`config.mk`:
```
export PLATFORM = sky130hd
export DESIGN_NAME = dram_page_ctrl
export DESIGN_NICKNAME = d
export VERILOG_FILES = /design/src/rtl/dram_pctl_pkg.sv /design/src/rtl/dram_pctl_delay.sv /design/src/rtl/dram_pctl_refresh.sv /design/src/rtl/dram_pctl_seq.sv /design/src/rtl/dram_page_ctrl.sv
export SDC_FILE = /design/constraint.sdc
export NUM_CORES = 1
export LEC_CHECK = 0
export CAP_MARGIN = 10
export CORE_ASPECT_RATIO = 1.75
export CORE_MARGIN = 1.5
export CORE_UTILIZATION = 23
export DETAILED_ROUTE_END_ITERATION = 10
export PLACE_DENSITY = 0.43
export SYNTH_ARGS = -nofsm -noshare
export SYNTH_HDL_FRONTEND = slang
export SYNTH_HIERARCHICAL = 1
export SYNTH_SLANG_ARGS = --single-unit
```
`constraint.sdc`:
```
create_clock -name clk -period 6.65 [get_ports clk]
set_input_delay 1.33 -clock clk [delete_from_list [all_inputs] [get_ports clk]]
set_output_delay 1.33 -clock clk [all_outputs]
set_load 0.1 [all_outputs]
```
`src/rtl/dram_pctl_pkg.sv`:
```
`timescale 1ns/1ps
// Shared definitions for the DRAM page controller.
// Assumes: the precharge state is encoded as zero so that strobes read
// inactive before the first clock edge.
package dram_pctl_pkg;

    typedef enum logic [2:0] {
        ST_PRECH     = 3'd0,  // RAS high, waiting out precharge
        ST_IDLE      = 3'd1,  // page closed, ready for a new row
        ST_ROW_ADDR  = 3'd2,  // row address set up, RAS still high
        ST_ACTIVE    = 3'd3,  // RAS low, RAS-to-CAS (or refresh) wait
        ST_COL_ADDR  = 3'd4,  // column address set up, CAS high
        ST_STROBE    = 3'd5,  // CAS low pulse
        ST_PAGE_OPEN = 3'd6   // RAS low, CAS high, row kept open
    } seq_state_t;

    // Larger of two cycle counts, used for counter sizing.
    function automatic int unsigned cyc_max(input int unsigned a, input int unsigned b);
        return (a > b) ? a : b;
    endfunction

endpackage

```
`src/rtl/dram_pctl_delay.sv`:
```
`timescale 1ns/1ps
// Down-counter shared by every timed phase of the sequencer.
// Assumes: a load value of N-1 keeps the caller in its state for N cycles.
module dram_pctl_delay #(
    parameter int CW      = 4,
    parameter int RST_VAL = 1
) (
    input  logic          clk,
    input  logic          rst_n,
    input  logic          load,
    input  logic [CW-1:0] load_val,
    output logic          expired
);

    logic [CW-1:0] cnt;

    // Load on request, otherwise count down to zero and hold.
    always_ff @(posedge clk) begin
        if (!rst_n)
            cnt <= CW'(RST_VAL);
        else if (load)
            cnt <= load_val;
        else if (cnt != '0)
            cnt <= cnt - 1'b1;
    end

    assign expired = (cnt == '0);

endmodule

```
`src/rtl/dram_pctl_refresh.sv`:
```
`timescale 1ns/1ps
// Refresh scheduler: raises a pending flag once per INTERVAL cycles and
// keeps the row to refresh next.
// Assumes: the sequencer acknowledges within one interval; a tick that
// lands while a refresh is still pending merges with it.
module dram_pctl_refresh #(
    parameter int INTERVAL = 780,
    parameter int ROW_W    = 10
) (
    input  logic             clk,
    input  logic             rst_n,
    input  logic             ack,
    output logic             pending,
    output logic [ROW_W-1:0] row
);

    localparam int IW = (INTERVAL > 2) ? $clog2(INTERVAL) : 1;

    logic [IW-1:0] tick_cnt;
    logic          tick;

    assign tick = (tick_cnt == IW'(INTERVAL - 1));

    // Free-running interval counter.
    always_ff @(posedge clk) begin
        if (!rst_n)
            tick_cnt <= '0;
        else if (tick)
            tick_cnt <= '0;
        else
            tick_cnt <= tick_cnt + 1'b1;
    end

    // Pending flag: set on a tick, cleared on acknowledge (tick wins).
    always_ff @(posedge clk) begin
        if (!rst_n)
            pending <= 1'b0;
        else if (tick)
            pending <= 1'b1;
        else if (ack)
            pending <= 1'b0;
    end

    // Row pointer advances after each refresh is taken.
    always_ff @(posedge clk) begin
        if (!rst_n)
            row <= '0;
        else if (ack)
            row <= row + 1'b1;
    end

endmodule

```
`src/rtl/dram_pctl_seq.sv`:
```
`timescale 1ns/1ps
// Strobe sequencer: walks activation, column, page-open and precharge
// phases, decides page hits and misses, and inserts refreshes.
// Assumes: host fields are stable while req_valid is high and until the
// grant; DRAM read data is valid by the last CAS-low cycle.
module dram_pctl_seq
    import dram_pctl_pkg::*;
#(
    parameter int ROW_W     = 10,
    parameter int COL_W     = 9,
    parameter int DATA_W    = 16,
    parameter int AW        = 10,
    parameter int CW        = 4,
    parameter int T_RCD     = 2,
    parameter int T_CAS     = 2,
    parameter int T_RP      = 2,
    parameter int T_REF_ACT = 5
) (
    input  logic              clk,
    input  logic              rst_n,
    input  logic              edo_mode,
    input  logic              req_valid,
    input  logic              req_write,
    input  logic [ROW_W-1:0]  req_row,
    input  logic [COL_W-1:0]  req_col,
    input  logic [DATA_W-1:0] req_wdata,
    output logic              req_ready,
    output logic              rd_valid,
    output logic [DATA_W-1:0] rd_data,
    input  logic              ref_pending,
    input  logic [ROW_W-1:0]  ref_row,
    output logic              ref_ack,
    output logic              cnt_load,
    output logic [CW-1:0]     cnt_val,
    input  logic              cnt_expired,
    output logic [AW-1:0]     dram_addr,
    output logic              ras_n,
    output logic              cas_n,
    output logic              we_n,
    output logic              oe_n,
    output logic [DATA_W-1:0] dq_out,
    output logic              dq_oe,
    input  logic [DATA_W-1:0] dq_in
);

    seq_state_t        state, nxt;
    logic              op_write, op_refresh, oe_hold, rdv_q;
    logic [ROW_W-1:0]  open_row;
    logic [COL_W-1:0]  col_q;
    logic [AW-1:0]     addr_q;
    logic [DATA_W-1:0] wdata_q, rd_q;
    logic              go_open, go_hit, ref_start, page_close, row_hit;

    assign row_hit = (req_row == open_row);

    // Next state, grant, refresh acknowledge and counter loads.
    always_comb begin
        nxt        = state;
        req_ready  = 1'b0;
        ref_ack    = 1'b0;
        cnt_load   = 1'b0;
        cnt_val    = '0;
        go_open    = 1'b0;
        go_hit     = 1'b0;
        ref_start  = 1'b0;
        page_close = 1'b0;
        case (state)
            ST_PRECH: begin
                if (cnt_expired) nxt = ST_IDLE;
            end
            ST_IDLE: begin
                if (ref_pending) begin
                    ref_ack   = 1'b1;
                    ref_start = 1'b1;
                    nxt       = ST_ROW_ADDR;
                end else begin
                    req_ready = 1'b1;
                    if (req_valid) begin
                        go_open = 1'b1;
                        nxt     = ST_ROW_ADDR;
                    end
                end
            end
            ST_ROW_ADDR: begin
                nxt      = ST_ACTIVE;
                cnt_load = 1'b1;
                cnt_val  = op_refresh ? CW'(T_REF_ACT - 1) : CW'(T_RCD - 1);
            end
            ST_ACTIVE: begin
                if (cnt_expired) begin
                    if (op_refresh) begin
                        nxt      = ST_PRECH;
                        cnt_load = 1'b1;
                        cnt_val  = CW'(T_RP - 1);
                    end else begin
                        nxt = ST_COL_ADDR;
                    end
                end
            end
            ST_COL_ADDR: begin
                nxt      = ST_STROBE;
                cnt_load = 1'b1;
                cnt_val  = CW'(T_CAS - 1);
            end
            ST_STROBE: begin
                if (cnt_expired) nxt = ST_PAGE_OPEN;
            end
            ST_PAGE_OPEN: begin
                if (ref_pending) begin
                    page_close = 1'b1;
                end else begin
                    req_ready = row_hit;
                    if (req_valid) begin
                        if (row_hit) begin
                            go_hit = 1'b1;
                            nxt    = ST_COL_ADDR;
                        end else begin
                            page_close = 1'b1;
                        end
                    end
                end
                if (page_close) begin
                    nxt      = ST_PRECH;
                    cnt_load = 1'b1;
                    cnt_val  = CW'(T_RP - 1);
                end
            end
            default: nxt = ST_PRECH;
        endcase
    end

    // State register.
    always_ff @(posedge clk) begin
        if (!rst_n)
            state <= ST_PRECH;
        else
            state <= nxt;
    end

    // Operation, address and write data capture.
    always_ff @(posedge clk) begin
        if (!rst_n) begin
            op_write   <= 1'b0;
            op_refresh <= 1'b0;
            open_row   <= '0;
            col_q      <= '0;
            addr_q     <= '0;
            wdata_q    <= '0;
        end else begin
            if (go_open) begin
                op_write   <= req_write;
                op_refresh <= 1'b0;
                open_row   <= req_row;
                col_q      <= req_col;
                addr_q     <= AW'(req_row);
                wdata_q    <= req_wdata;
            end
            if (ref_start) begin
                op_write   <= 1'b0;
                op_refresh <= 1'b1;
                addr_q     <= AW'(ref_row);
            end
            if (go_hit) begin
                op_write <= req_write;
                addr_q   <= AW'(req_col);
                wdata_q  <= req_wdata;
            end
            if (state == ST_ACTIVE && cnt_expired && !op_refresh)
                addr_q <= AW'(col_q);
        end
    end

    // Read capture, valid pulse and extended-data-out hold flag.
    always_ff @(posedge clk) begin
        if (!rst_n) begin
            rd_q    <= '0;
            rdv_q   <= 1'b0;
            oe_hold <= 1'b0;
        end else begin
            rdv_q <= 1'b0;
            if (state == ST_STROBE && cnt_expired) begin
                if (!op_write) begin
                    rd_q    <= dq_in;
                    rdv_q   <= 1'b1;
                    oe_hold <= edo_mode;
                end else begin
                    oe_hold <= 1'b0;
                end
            end
            if (go_hit && req_write) oe_hold <= 1'b0;
            if (page_close)          oe_hold <= 1'b0;
        end
    end

    // Strobe decode from the state register.
    always_comb begin
        ras_n = !(state inside {ST_ACTIVE, ST_COL_ADDR, ST_STROBE, ST_PAGE_OPEN});
        cas_n = (state != ST_STROBE);
        we_n  = !(op_write && (state inside {ST_COL_ADDR, ST_STROBE}));
        dq_oe = op_write && (state inside {ST_COL_ADDR, ST_STROBE});
        if (state == ST_STROBE && !op_write)
            oe_n = 1'b0;
        else if ((state inside {ST_COL_ADDR, ST_PAGE_OPEN}) && oe_hold)
            oe_n = 1'b0;
        else
            oe_n = 1'b1;
    end

    assign dram_addr = addr_q;
    assign dq_out    = wdata_q;
    assign rd_valid  = rdv_q;
    assign rd_data   = rd_q;

endmodule

```
`src/rtl/dram_page_ctrl.sv`:
```
`timescale 1ns/1ps
// Asynchronous DRAM page-mode controller top: sequencer, shared phase
// counter and refresh scheduler.
// Assumes: all cycle-count parameters are at least 1, REF_INTERVAL is well
// above one full page-miss access, ROW_W and COL_W fit dram_addr.
module dram_page_ctrl #(
    parameter int ROW_W        = 10,
    parameter int COL_W        = 9,
    parameter int DATA_W       = 16,
    parameter int T_RCD        = 2,
    parameter int T_CAS        = 2,
    parameter int T_RP         = 2,
    parameter int REF_INTERVAL = 780
) (
    input  logic                                  clk,
    input  logic                                  rst_n,
    input  logic                                  edo_mode,
    input  logic                                  req_valid,
    input  logic                                  req_write,
    input  logic [ROW_W-1:0]                      req_row,
    input  logic [COL_W-1:0]                      req_col,
    input  logic [DATA_W-1:0]                     req_wdata,
    output logic                                  req_ready,
    output logic                                  rd_valid,
    output logic [DATA_W-1:0]                     rd_data,
    output logic [((ROW_W > COL_W) ? ROW_W : COL_W)-1:0] dram_addr,
    output logic                                  dram_ras_n,
    output logic                                  dram_cas_n,
    output logic                                  dram_we_n,
    output logic                                  dram_oe_n,
    output logic [DATA_W-1:0]                     dram_dq_out,
    output logic                                  dram_dq_oe,
    input  logic [DATA_W-1:0]                     dram_dq_in
);

    import dram_pctl_pkg::*;

    localparam int AW        = (ROW_W > COL_W) ? ROW_W : COL_W;
    localparam int T_REF_ACT = T_RCD + T_CAS + 1;
    localparam int MAXT      = int'(cyc_max(cyc_max(T_RCD, T_CAS), cyc_max(T_RP, T_REF_ACT)));
    localparam int CW        = $clog2(MAXT + 1);

    logic             ref_pending, ref_ack;
    logic [ROW_W-1:0] ref_row;
    logic             cnt_load, cnt_expired;
    logic [CW-1:0]    cnt_val;

    dram_pctl_refresh #(
        .INTERVAL (REF_INTERVAL),
        .ROW_W    (ROW_W)
    ) u_refresh (
        .clk     (clk),
        .rst_n   (rst_n),
        .ack     (ref_ack),
        .pending (ref_pending),
        .row     (ref_row)
    );

    dram_pctl_delay #(
        .CW      (CW),
        .RST_VAL (T_RP - 1)
    ) u_delay (
        .clk      (clk),
        .rst_n    (rst_n),
        .load     (cnt_load),
        .load_val (cnt_val),
        .expired  (cnt_expired)
    );

    dram_pctl_seq #(
        .ROW_W     (ROW_W),
        .COL_W     (COL_W),
        .DATA_W    (DATA_W),
        .AW        (AW),
        .CW        (CW),
        .T_RCD     (T_RCD),
        .T_CAS     (T_CAS),
        .T_RP      (T_RP),
        .T_REF_ACT (T_REF_ACT)
    ) u_seq (
        .clk         (clk),
        .rst_n       (rst_n),
        .edo_mode    (edo_mode),
        .req_valid   (req_valid),
        .req_write   (req_write),
        .req_row     (req_row),
        .req_col     (req_col),
        .req_wdata   (req_wdata),
        .req_ready   (req_ready),
        .rd_valid    (rd_valid),
        .rd_data     (rd_data),
        .ref_pending (ref_pending),
        .ref_row     (ref_row),
        .ref_ack     (ref_ack),
        .cnt_load    (cnt_load),
        .cnt_val     (cnt_val),
        .cnt_expired (cnt_expired),
        .dram_addr   (dram_addr),
        .ras_n       (dram_ras_n),
        .cas_n       (dram_cas_n),
        .we_n        (dram_we_n),
        .oe_n        (dram_oe_n),
        .dq_out      (dram_dq_out),
        .dq_oe       (dram_dq_oe),
        .dq_in       (dram_dq_in)
    );

endmodule

```
== Word level (Yosys, flattened, before mapping) ==
Cells that the tools add are included.

* Multiplexer cells: 56
* Bitwise operators: 2
* $add $sub $neg: 3
* Eq/ne operators: 16
* Reductions and logical operators: 30

{| class="wikitable"
|+ Operators by type and width
! kind !! count
|-
| $mux W3 || 14
|-
| $mux W1 || 32
|-
| $mux W16 || 2
|-
| $pmux W3 S7 || 1
|-
| $add A10 B1 Y10 const B || 2
|-
| $mux W10 || 2
|-
| $mux W9 || 2
|-
| $pmux W3 S4 || 1
|-
| $reduce_bool A2 Y1 || 6
|-
| $eq A10 B10 Y1 || 1
|-
| $eq A10 B10 Y1 const B || 1
|-
| $eq A3 B3 Y1 const B || 3
|-
| $reduce_bool A4 Y1 || 2
|-
| $logic_and A1 B1 Y1 || 7
|-
| $reduce_and A7 Y1 || 1
|-
| $eq A3 B2 Y1 const B || 2
|-
| $logic_not A3 Y1 || 2
|-
| $ne A2 B1 Y1 const B || 3
|-
| $ne A3 B2 Y1 const B || 2
|-
| $ne A3 B3 Y1 const B || 2
|-
| $reduce_bool A3 Y1 || 2
|-
| $reduce_or A3 Y1 || 2
|-
| $logic_not A1 Y1 || 4
|-
| $reduce_and A2 Y1 || 2
|-
| other kinds (7) || 9
|}

* Flip-flop bits (word level): 92
* Word-level logic and storage cells: 122

== Longest topological paths before layout ==
* Depth in word-level cells: 8
* Gate-level depth with buffers: 11

== Modules after synthesis ==
Netlist, hierarchy kept.

{| class="wikitable"
|+ By module, submodules not included
! module !! times used !! cells an instance !! area an instance (um^2) !! seq. area each (um^2)
|-
| dram_pctl_seq || 1 || 420 || 3,373.2 || 1,361.3
|-
| dram_pctl_refresh || 1 || 99 || 917.1 || 420.4
|-
| dram_pctl_delay || 1 || 20 || 188.9 || 60.1
|}

== Worst setup path before layout ==
No wires, ideal clock.

* Kind: input port to output port
* From: in req_row[3]
* To: out req_ready
* Cell stages on the path: 5
* Path buffers: 0
* Data required time: 5.320 ns
* Slack: 2.078 ns
* Arrival: 3.242 ns
* Path through: xnor2_1 > nand4_2 > nor3_1 > a21oi_1 > nor2_1

* Cells in the longest elaborated chain, start to end: 3

{| class="wikitable"
|+ Ends and longest elaborated chain
! what !! RTL line !! text
|-
| start: declaration || dram_page_ctrl.sv:20 || <nowiki>input logic [ROW_W-1:0] req_row,</nowiki>
|-
| $eq A10 B10 Y1 || dram_pctl_seq.sv:54 || <nowiki>assign row_hit = (req_row == open_row);</nowiki>
|-
| $mux W1 || dram_pctl_seq.sv:109 || <nowiki>if (ref_pending) begin</nowiki>
|-
| $pmux W1 S2 || dram_pctl_seq.sv:67 || <nowiki>case (state)</nowiki>
|-
| end: declaration || dram_page_ctrl.sv:23 || <nowiki>output logic req_ready,</nowiki>
|}

Every way passes these cells.

== Worst setup path after layout ==
* From: in req_row[9]
* To: out req_ready

Same word-level chain as after synthesis.

==> results.sh <==
export IMPL_status="finished, final reports clean"
export IMPL_routabilityCongestion=0.7593
export IMPL_grt_overflow=0
export IMPL_cp_cell_sequence="clkdlybuf4s50_1, xnor2_1, nand4_2, nor3_1, a21oi_1, nor2_1, buf_4"
export IMPL_diodes=0
export IMPL_power_mw=1.890
export IMPL_crit_type="input pin to primary output"
export IMPL_final_util=0.3137
export IMPL_fin_crit_sh=0.6918
export IMPL_critPathBufInv=2
export IMPL_hold_path_class="flop to flop"
export IMPL_firstDrtPassIters=6
export IMPL_cpLargestDelayFamily="buffers and inverters"
export IMPL_worstMarginPinSlew_ns=1.090
export IMPL_synth_top_cell_by_area="dfxtp_1"
export IMPL_start_util=0.2344
export IMPL_post_dp_hpwl_mm=10.49
export IMPL_drive_gt1_frac=0.08744
export IMPL_syn_to_final_growth_pct=33.85
export IMPL_cts_tree="built"
export IMPL_grt_pass1_vias=4157
export IMPL_min_period_ns=4.601
export IMPL_buffer_ports_inserted=104
export IMPL_drc=0
export IMPL_final_area_mm2=0.005996
export IMPL_die_x_um=108.5
export IMPL_crit_start="req_row[9]"
export IMPL_fin_setup_tns_ns=0
export IMPL_clkSinkCount=92
export IMPL_finClkSkew_ns=0.009687
export IMPL_slew_violations=0
export IMPL_grt_pass1_wl_mm=23.18
export IMPL_worstSetupStartpointType="input pin"
export IMPL_routed_wl_mm=14.54
export IMPL_whs_path_depth=2
export IMPL_syn_avg_cell_area_um2=8.310
export IMPL_fillCellCount=2033
export IMPL_htreeDepth=3
export IMPL_num_rows=67
export IMPL_syn_inst=539
export IMPL_required_ns=5.32
export IMPL_clock_root_buffer="clkbuf_16"
export IMPL_rsz0062_at_grt="no"
export IMPL_ys_types=59
export IMPL_yosysTopAreaCellShare=0.4112
export IMPL_slowest_stage="clkdlybuf4s50_1"
export IMPL_worst_path_stages=7
export IMPL_synth_area_leaders="dfxtp_1 41%, nand2_1 8.6%, a21oi_1 8.4%, o21ai_0 3.7%, mux2i_1 3.1%"
export IMPL_vias_per_cell=4.745
export IMPL_fin_nets=684
export IMPL_multi_input_area_mm2=0.002410
export IMPL_cts_max_path_buffers=2
export IMPL_cp_arrival_ns=3.27
export IMPL_cts_made_buffers=9
export IMPL_end_kind="primary output"
export IMPL_ios=105
export IMPL_max_stage_delay_ns=0.43
export IMPL_relSlewSlack=0.2704
export IMPL_final_cell_mix="103 x clkdlybuf4s50_1, 103 x nand2_1, 92 x dfxtp_1, 75 x a21oi_1, 33 x o21ai_0"
export IMPL_holdBufCountCts=0
export IMPL_cp_max_fo=6
export IMPL_setup_violations=0
export IMPL_drv_cap=0
export IMPL_synth_seq_cells=92
export IMPL_ir_drop_v=0.0001705
export IMPL_synth_warnings=6
export IMPL_p_leak_nw=2.003
export IMPL_final_antenna_net_count=0
export IMPL_dpl_cell_area_mm2=0.005670
export IMPL_hold_viol=0
export IMPL_dieArea_mm2=0.02035
export IMPL_timing_rr_start="u_seq/state[0]"
export IMPL_wire_per_inst_um=16.71
export IMPL_syn_nets=599
export IMPL_ys_seq_area_frac=0.4112
export IMPL_cts_resized=0
export IMPL_setup_slack_ns=2.049
export IMPL_clkLatencyLatePin_ns=0.35
export IMPL_drtIter0Drc=128
export IMPL_post_cts_setup_buffer_count=0
export IMPL_power_density_mw_per_mm2=315.3
export IMPL_routed_via_count=4128
export IMPL_die_h_um=187.6
export IMPL_min_from="u_seq/col_q[5]"
export IMPL_reg2reg_depth=6
export IMPL_maxClockFrequency_mhz=217.4
export IMPL_core_area_mm2=0.01911
export IMPL_syn_area_mm2=0.004479
export IMPL_ff_latch_area_mm2=0.001842
export IMPL_grt_usage=0.1482
export IMPL_grt_max_degree=63
export IMPL_antenna_found_initial=1
export IMPL_pre_cts_ws_ns=1.972
export IMPL_path_clk_slew_ns=0.07
-- cells by family (layout without fill, tap and decap cells) --
| group | Yosys count | after routing | synth area share |
|---|---|---|---|
| muxes | 14 | 14 | 0.03128 |
| buffers and inverters | 47 | 137 | 0.05195 |
| and+or+nand+nor | 213 | 213 | 0.2525 |
| AOI/OAI and AO/OA | 149 | 149 | 0.1947 |
| xor gates and xnor gates | 19 | 19 | 0.04637 |
| DFF | 92 | 92 | 0.4112 |
| adders and majority gates | 4 | 4 | 0.01117 |
| other | 1 | 1 | 0.0008372 |
-- final cells by class --
class | instances | share of cell area
Multi-Input combinational cell | 400 | 0.4019
Timing Repair Buffer | 108 | 0.1782
Tap cell | 241 | 0.05029
Clock buffer | 9 | 0.03756
Clock inverter | 7 | 0.01669
Inverter | 13 | 0.008139
Sequential cell | 92 | 0.3072
-- sequential cells by signal, summed over array words and instances, names as in the netlist, 3 cells and up --
| signal | count |
|---|---|
| u_seq/col_q | 9 |
| u_refresh/tick_cnt | 10 |
| u_seq/rd_data | 16 |
| u_seq/state | 3 |
| u_seq/open_row | 10 |
| u_delay/cnt | 3 |
| u_seq/dram_addr | 10 |
| u_seq/dq_out | 16 |
| u_refresh/row | 10 |
-- cells in the mapped netlist (all sizes together) --
library cell	number
or3	8
o32a	1
nand4	11
and2	1
mux2i	14
or4	7
and3b	1
o22a	1
o211a	1
a21oi	76
clkinv	1
nor2	24
or2	1
xnor2	14
buf	16
o22ai	1
dfxtp	92
a22oi	4
nor3b	3
nor3	5
o211ai	2
nand2b	3
nor4	4
a31oi	8
o41ai	1
o21ai	35
and3	3
nand3	28
clkbuf	18
a22o	5
inv	12
o31ai	10
nand2	103
a211oi	3
a211o	1
xor2	5
ha	4
conb	1
nor2b	11
-- layer usage --
layer | track usage | vias up | share of wire
met5 | 0 | - | 0.00089
met3 | 0.04275 | 15 | 0.051
met4 | 0.04555 | 2 | 0.019
met1 | 0.1627 | 1959 | 0.39
li1 | - | 2053 | -
met2 | 0.2683 | 99 | 0.54
-- where the power goes --
part / switching, mW / leakage (nW) / internal [mW] / total, mW
combinational: 0.448 / 1.10 / 0.207 / 0.655
sequential: 0.0615 / 0.745 / 0.606 / 0.668
clock: 0.235 / 0.160 / 0.332 / 0.567
total: 0.745 / 2.00 / 1.15 / 1.89
-- worst reg2reg max path, stage by stage (launching register included) --
cell	delay, ns
dfxtp_1	0.61
nor3b_4	0.52
nand2_1	0.17
inv_2	0.34
nand4_2	0.31
or4_1	0.58
a21oi_1	0.15
-- final timing paths --
check / endpoint / slack [ns]
worst max-delay path: req_ready / 2.05
worst max register to register: u_refresh/row[7] / 3.89
worst min-delay path: u_seq/col_q[5] / 0.46
worst min register to register: u_seq/col_q[5] / 0.46
-- stage by stage --
| stage | std cells | hold slack (ns) |
|---|---|---|
| CTS | 870 | 0.4592 |
| finish | 870 | 0.4578 |
| floorplan | 539 | 0.4300 |
| detailed placement | 854 | 0.4493 |
| global route | 870 | 0.4746 |
| global placement | 854 | 0.4434 |
No activity file was read; power rests on OpenSTA's default activity.
